[config.mk]
export PLATFORM = sky130hd
export DESIGN_NAME = swc_window_counter
export DESIGN_NICKNAME = d
export VERILOG_FILES = /design/src/rtl/swc_pkg.sv /design/src/rtl/swc_history.sv /design/src/rtl/swc_tally.sv /design/src/rtl/swc_window_counter.sv
export SDC_FILE = /design/constraint.sdc
export NUM_CORES = 1
export LEC_CHECK = 0
export CAP_MARGIN = 20
export CORE_ASPECT_RATIO = 1.4
export CORE_MARGIN = 4
export CORE_UTILIZATION = 55
export CTS_CLUSTER_SIZE = 10
export DETAILED_ROUTE_END_ITERATION = 7
export PLACE_DENSITY = 0.68
export REMOVE_ABC_BUFFERS = 1
export SLEW_MARGIN = 15
export SYNTH_ARGS = -nofsm -noshare
export SYNTH_HDL_FRONTEND = slang
export SYNTH_SLANG_ARGS = --single-unit
[constraint.sdc]
create_clock -name clk -period 3.4 [get_ports clk]
set_input_delay 0.68 -clock clk [delete_from_list [all_inputs] [get_ports clk]]
set_output_delay 0.68 -clock clk [all_outputs]
set_load 0.02 [all_outputs]
[src/rtl/swc_pkg.sv]
package swc_pkg;
  // Width needed to hold counts 0..win inclusive.
  function automatic int cnt_width(input int win);
    return $clog2(win + 1);
  endfunction
endpackage

[src/rtl/swc_history.sv]
// Shift history of past accepted bits; exposes the bit about to leave.
module swc_history #(
  parameter int DEPTH = 127
) (
  input  logic clk,
  input  logic rst_n,
  input  logic shift_en,
  input  logic din,
  output logic oldest
);
  logic [DEPTH-1:0] hist_q;
  logic [DEPTH-1:0] hist_d;

  // stage 0 takes the live bit, every other stage takes its neighbour
  for (genvar g = 0; g < DEPTH; g++) begin : g_stage
    if (g == 0) begin : g_head
      always_comb hist_d[g] = shift_en ? din : hist_q[g];
    end else begin : g_body
      always_comb hist_d[g] = shift_en ? hist_q[g-1] : hist_q[g];
    end
    always_ff @(posedge clk or negedge rst_n) begin
      if (!rst_n) hist_q[g] <= 1'b0;
      else        hist_q[g] <= hist_d[g];
    end
  end

  assign oldest = hist_q[DEPTH-1];

  assert_accept_bit_R1: assert property (@(posedge clk) disable iff (!rst_n)
    shift_en |=> hist_q[0] == $past(din));
  assert_history_hold_R5: assert property (@(posedge clk) disable iff (!rst_n)
    !shift_en |=> $stable(hist_q));
endmodule

[src/rtl/swc_tally.sv]
// Registered count of ones held in the history.
module swc_tally #(
  parameter int DEPTH = 127,
  parameter int CW    = 8
) (
  input  logic          clk,
  input  logic          rst_n,
  input  logic          shift_en,
  input  logic          din,
  input  logic          oldest,
  output logic [CW-1:0] part_q
);
  logic [CW-1:0] part_d;
  logic [CW-1:0] add_v;
  logic [CW-1:0] sub_v;

  always_comb begin
    add_v  = {{(CW-1){1'b0}}, din};
    sub_v  = {{(CW-1){1'b0}}, oldest};
    part_d = part_q;
    if (shift_en) part_d = part_q + add_v - sub_v;
  end

  always_ff @(posedge clk or negedge rst_n) begin
    if (!rst_n) part_q <= '0;
    else        part_q <= part_d;
  end

  assert_partial_bound_R8: assert property (@(posedge clk) disable iff (!rst_n)
    part_q <= CW'(DEPTH));
  assert_tally_hold_R5: assert property (@(posedge clk) disable iff (!rst_n)
    !shift_en |=> $stable(part_q));
  assert_tally_drop_R7: assert property (@(posedge clk) disable iff (!rst_n)
    (shift_en && !din && oldest) |=> part_q == $past(part_q) - 1'b1);
  assert_tally_gain_R1: assert property (@(posedge clk) disable iff (!rst_n)
    (shift_en && din && !oldest) |=> part_q == $past(part_q) + 1'b1);
endmodule

[src/rtl/swc_window_counter.sv]
module swc_window_counter #(
  parameter int WIN = 128,
  localparam int HIST = WIN - 1,
  localparam int CW   = swc_pkg::cnt_width(WIN)
) (
  input  logic          clk,
  input  logic          rst_n,
  input  logic          shift_en,
  input  logic          din,
  output logic [CW-1:0] ones_count
);
  logic          oldest;
  logic [CW-1:0] part_q;

  swc_history #(.DEPTH(HIST)) u_hist (
    .clk(clk), .rst_n(rst_n), .shift_en(shift_en), .din(din), .oldest(oldest)
  );

  swc_tally #(.DEPTH(HIST), .CW(CW)) u_tally (
    .clk(clk), .rst_n(rst_n), .shift_en(shift_en), .din(din),
    .oldest(oldest), .part_q(part_q)
  );

  // Mealy output: stored partial count plus the live bit
  always_comb ones_count = part_q + {{(CW-1){1'b0}}, din};

  assert_no_overflow_R8: assert property (@(posedge clk) disable iff (!rst_n)
    ones_count <= CW'(WIN));
  assert_live_bit_R2: assert property (@(posedge clk) disable iff (!rst_n)
    din |-> ones_count != '0);
endmodule

# After elaboration in Yosys (flattened, before gate mapping)
# Cells that the tools add are included.
[totals]
reg_bits = 135
in_bits = 4
out_inout_bits = 8
elab_cells = 130
[op_classes]
add_sub_neg = 2
[op_table]
columns = ["op", "n"]
rows = [
  ["$add 8x1->8", 1],
  ["$sub 8x1->8", 1],
]

# Depth between registers and ports, before layout
# Gate-level depths: netlist of the first run.
[logic_depth]
depth_word = 2
depth_mapped = 8
depth_no_buf = 8

# By module
# Synthesis of the first run repeated with hierarchy kept, for this count alone.
[hier_totals]
cells_unflattened = 359
area_unflattened_um2 = 5625.4
[by_module_without_submodules]
columns = ["module", "instances", "cells_per_inst", "area_per_inst_um2", "seq_area_each_um2"]
rows = [
  ["swc_history", 1, 268, 4822.1, 3178.0],
  ["swc_tally", 1, 75, 678.2, 200.2],
  ["swc_window_counter", 1, 16, 125.1, 0.0],
]

# Least setup slack after synthesis of the first run
# OpenSTA, ideal clock, no wires.
[synth_timing]
kind = "input to output"
startpoint = "input port din"
endpoint = "output port ones_count[6]"
arrival_ps = 1869
slack_ps = 851
cell_stages = 6
n_path_buf = 1
cell_sequence = "ha_1 ha_1 buf_6 and2_4 nand4_1 xnor2_1"
[synth_via]
elab_chain_cells = 1
[synth_lines]
columns = ["item", "line", "rtl"]
rows = [
  ["from (decl)", "swc_window_counter.sv:9", "input logic din,"],
  ["$add 8x1->8", "swc_window_counter.sv:25", "always_comb ones_count = part_q + {{(CW-1){1'b0}}, din};"],
  ["to (decl)", "swc_window_counter.sv:10", "output logic [CW-1:0] ones_count"],
]
# Every way passes these cells.

# Final worst setup path of the first run
[layout_timing]
startpoint = "input port din"
endpoint = "output port ones_count[2]"
# The elaborated chain is that of the path after synthesis.

==> results of run 1 <==
==> kinds of logic (layout without fill, tap and decap cells) <==
group,Yosys count,after routing,share of synthesized area (%)
flops,135,135,63.3
fa+ha+maj,4,4,0.938
mux,127,127,26.8
buf+inv,24,54,2.09
simple gates,27,27,2.53
xor+xnor,14,14,2.30
compound gates,15,15,2.02
==> through the flow <==
| stage | setup WS [ps] | hold WS [ps] | cell area, sq um | utilization [%] |
|---|---|---|---|---|
| floorplan | 773 | 384 | 5240 | - |
| global placement | 71.7 | 484 | 5570 | 58.8 |
| detailed placement | 33.8 | 488 | 5570 | 58.8 |
| CTS | 17.3 | 320 | 6180 | 65.3 |
| global route | 45.6 | 355 | 6180 | 65.4 |
| finish | 124 | 309 | 6180 | 65.4 |
==> worst max-delay path by stage <==
stage,depth (start not counted),slack (ps),startpoint,end
after detailed placement,7,30,din,ones_count[6]
after floorplan,5,770,din,ones_count[6]
after global placement,7,70,din,ones_count[6]
final,6,120,din,ones_count[2]
after CTS,7,20,din,ones_count[6]
after global routing,6,50,din,ones_count[2]
==> where the power goes <==
group          switching, uW  internal, uW
sequential               145          1790
combinational            234           289
clock                    639          1220
total                   1020          3290
==> per-layer routing <==
layer	routed length (um)	vias up	global-route usage, %
met2	3400	43	21.7
met1	3150	1322	17.0
met5	0	-	0
met4	149	0	7.99
li1	-	1261	-
met3	257	14	5.20
==> cell type report <==
cell class / instances / area share, %
Clock inverter: 13 / 2.93
Clock buffer: 18 / 6.94
Tap cell: 110 / 2.23
Inverter: 4 / 0.243
Timing Repair Buffer: 19 / 3.20
Sequential cell: 135 / 54.6
Multi-Input combinational cell: 187 / 29.8
==> registers in the layout (all words and copies together), names as in the netlist <==
register        count
u_hist.oldest       1
u_tally.part_q      8
u_hist.hist_q     126
==> cell usage in the layout, fill, tap and decap left out, types with 3 or more instances in the layout <==
cell             netlist  final
mux2_2               127    127
nor2_1                 5      5
inv_1                  4      4
xnor2_1               10     10
nor3_1                 4      4
clkinv_2               0      3
xor2_1                 4      4
bufinv_16              0      4
nand2_1                9      9
clkdlybuf4s50_1        0      6
clkinvlp_4             0      5
dfrtp_1              135    135
ha_1                   4      4
dlymetal6s2s_1         0      3
buf_4                  3      8
clkbuf_16              0     17
==> critical path: stages <==
cell	delay, ps
clkdlybuf4s50_1	480
ha_1	210
ha_1	180
buf_4	160
xor2_1	230
clkdlybuf4s50_1	650
==> flow_summary.ini, run 1 <==
[drt]
via_per_inst = 5.43
vias = 2640
first_iter_violations = 107
drc = 0
routed_wirelength_um = 6960
wire_per_inst_um = 14.3
antenna_left = 0
dr.pass1.iters = 4

[die]
dieWidth_um = 91.2
core_region_area_sq_um = 9460
row_count = 42
initial_core_util_pct = 56.4
dieHeight_um = 125
io_pins = 12
die_area_sq_um = 11400

[setup_path]
regToRegStartpoint = u_tally.part_q[0]
end_kind = primary output
ff2ff_setup_slack_ps = 1280
reg2reg_to = u_tally.part_q[7]
cp_max_fo = 7
criticalPathCategory = in -> out
crit_arrival_ps = 2600
cp-start-kind = input port
rr_worst_depth = 7
cp.required_ps = 2720

[clock_network]
cts_tree = built
cts_setup_buffers = 0
cts_root_buf = clkbuf_16
clockBufferDepth = 2
clock_sinks = 135
path_clk_slew_ps = 50
insertion_delay_ps = 400
cts_buffers = 17
post_cts_resized = 0
postCtsHoldBufs = 0
cts_htree_levels = 4

[layout]
layout.cells.non_filler = 486
drive_gt1_share_pct = 44.9
final_nets = 372
seq_area_sq_um = 3380
fillers = 687
synthToLayoutAreaGrowth_pct = 15.9
num_antenna_cells = 0
multi_input_area_sq_um = 1850

[grt]
grt_usage_pct = 14.1
grt_pass1_vias = 2808
grt_remaining_overflow = 0
grt_max_degree = 77
antenna_found_initial = 0
grt_pass1_wl_um = 12700

[synth]
avgSynthCellArea_sq_um = 15.4
yosys_warnings = 0
synth_seq_cells = 135
synth_top_cell_by_area = dfrtp_1
ys_async_sr_fraction_pct = 100
synth_top_area_share_pct = 63.3
synth_cells = 346
synthTopCellsByCount = 135 x dfrtp_1, 127 x mux2_2, 10 x clkbuf_1, 10 x xnor2_1, 9 x nand2_1
ys_seq_area_share_pct = 63.3
ys.flop_type = dfrtp_1
synthTopCellsByArea = dfrtp_1 63%, mux2_2 27%, xnor2_1 1.6%, ha_1 0.94%, clkbuf_1 0.70%
synth_area_sq_um = 5340
synth.most_common_cell = dfrtp_1
synth_cell_types = 34
synth_edf_count = 0

[power]
power.density_nw_per_um2 = 697
power_uw = 4310
worst_ir_drop_vdd_v = 0.000540
leakage_uw = 0.00309

[placement]
gp_congestion = 0.824
dp_hpwl_um = 4300
dp.cells = 455
portBuffers = 11

[timing]
worst_pin_slew_ps = 652
fmaxAchievable_mhz = 305
fin_worst_skew_ps = 4.03
slew_headroom_pct = 56.5
tns_ps = 0
setup_viol = 0
rsz0062_at_grt = no
fin_crit_sh_pct = 96.4
hold_viol_final = 0
drv_slew = 0
fin_crit_ps = 3280

[run]
drv_cap = 0

[outcome]
status = completed

[worst_hold_path]
holdCritPathClass = in -> async
No activity file was read; power rests on OpenSTA's default activity.
==> inputs of run 2 (changes only) <==
Settings changed: CAP_MARGIN 20 to unset.
Clock period 3.4 ns to 3.1 ns, I/O delays scaled along.
==> flow_summary.ini, run 2 (synthesized netlist as in run 1, its figures left out) <==
[layout]
fillers = 692
most-common-layout-cells = 135 x dfrtp_1, 127 x mux2_2, 17 x clkbuf_16
synthToLayoutAreaGrowth_pct = 16.5
multi_input_area_sq_um = 1850
top_register = u_hist.hist_q
seq_area_sq_um = 3380
num_antenna_cells = 0
drive_gt1_share_pct = 46.1
largest_reg_flops = 126
final_util_pct = 65.7
layout_commonest_cell = dfrtp_1
final_nets = 377

[grt]
antenna_found_initial = 0
grt_pass1_wl_um = 13100
grt_pass1_vias = 2888
grt_remaining_overflow = 0
grt_max_degree = 59
grt_usage_pct = 14.4

[timing]
rsz0062_at_grt = no
drv_slew = 0
fin_crit_ps = 2980
hold_viol_final = 0
worst_pin_slew_ps = 413
fmaxAchievable_mhz = 335
fin_crit_sh_pct = 96.2
fin_worst_skew_ps = 7.23
holdWs_ps = 95.5
slew_headroom_pct = 72.3
setup_viol = 0

[drt]
routed_wirelength_um = 7160
vias = 2695
first_iter_violations = 101
dr.pass1.iters = 6
drc = 0
wire_per_inst_um = 14.5
antenna_left = 0
via_per_inst = 5.48

[die]
dieHeight_um = 125
initial_core_util_pct = 56.4
core_region_area_sq_um = 9460
row_count = 42
io_pins = 12
dieWidth_um = 91.2
die_area_sq_um = 11400

[clock_network]
clock_sinks = 135
postCtsHoldBufs = 0
cts_root_buf = clkbuf_16
clockBufferDepth = 2
path_clk_slew_ps = 60
cts_buffers = 17
cts_htree_levels = 4
cts_tree = built
insertion_delay_ps = 400

[placement]
dp_hpwl_um = 4390
gp_congestion = 0.829
portBuffers = 11

[worst_hold_path]
holdCritPathClass = in -> async

[setup_path]
ff2ff_setup_slack_ps = 850
criticalPathCategory = in -> out
end_kind = primary output
cp.required_ps = 2480
cp_max_fo = 4
crit_arrival_ps = 2360
cp-start-kind = input port

[power]
pwr-share-comb_pct = 13.1
worst_ir_drop_vdd_v = 0.000447
p_int_uw = 3520
pwr-share-clk_pct = 42.1
power_uw = 4680
leakage_uw = 0.00310
power.density_nw_per_um2 = 753
switching_power_uw = 1160
switching_share_pct = 24.8
p_seq_share_pct = 44.9

[run]
drv_cap = 0

[outcome]
status = completed
-- run 2: layer usage --
| layer | up-vias | global-route usage (%) | share of wire [%] |
|---|---|---|---|
| li1 | 1270 | - | - |
| met4 | 0 | 6.48 | 1.4 |
| met3 | 12 | 4.95 | 3.2 |
| met2 | 39 | 22.7 | 50 |
| met1 | 1374 | 17.8 | 46 |
| met5 | - | 0 | 0 |
-- run 2: critical path, cell delays in order --
cell and delay, ps:
clkdlybuf4s50_1 480, ha_1 220, ha_1 190, and2_4 170
nand4_1 120, xnor2_1 220, clkdlybuf4s15_1 330
-- run 2: power by group through the flow --
stage	logic (uW)	clock network (uW)	registers (uW)
4_1_cts	624	2040	2100
6_report	611	1970	2100
3_3_place_gp	618	0	2120
3_5_place_dp	634	0	2130
2_1_floorplan	384	0	2100
5_1_grt	680	2120	2120
-- run 2: worst paths after layout --
kind,startpoint,endpoint,cells after the start
setup / recovery,din,ones_count[6],7
hold / removal,rst_n,u_hist.hist_q[3],1
setup reg to reg,u_tally.part_q[0],u_tally.part_q[7],8
hold reg to reg,u_hist.hist_q[47],u_hist.hist_q[48],1
max in group asynchronous,rst_n,u_hist.hist_q[38],2
min in group clk,u_hist.hist_q[47],u_hist.hist_q[48],1
-- run 2: layout make-up --
type	count	share of cell area (%)
tap	110	2.21
clock buffer	19	7.29
timing repair buffer	24	3.88
inverter	4	0.242
clock inverter	13	2.33
multi-input combinational	187	29.7
sequential	135	54.3
-- run 2: timing repair --
item,4_1_cts,5_1_grt
setup endpoints to repair,4,3
setup buffers,0,0
gates resized for setup,4,3
endpoints found under the hold margin,0,0
-- run 2: per-stage QoR --
step           std cells  worst slack (ps)  TNS (ps)  cell area (sq um)
2_1_floorplan        326               593         0               5240
3_3_place_gp         460             -97.9      -154               5620
3_5_place_dp         460              -168      -311               5620
4_1_cts              492              27.3         0               6210
5_1_grt              492              6.20         0               6220
6_report             492               117         0               6220
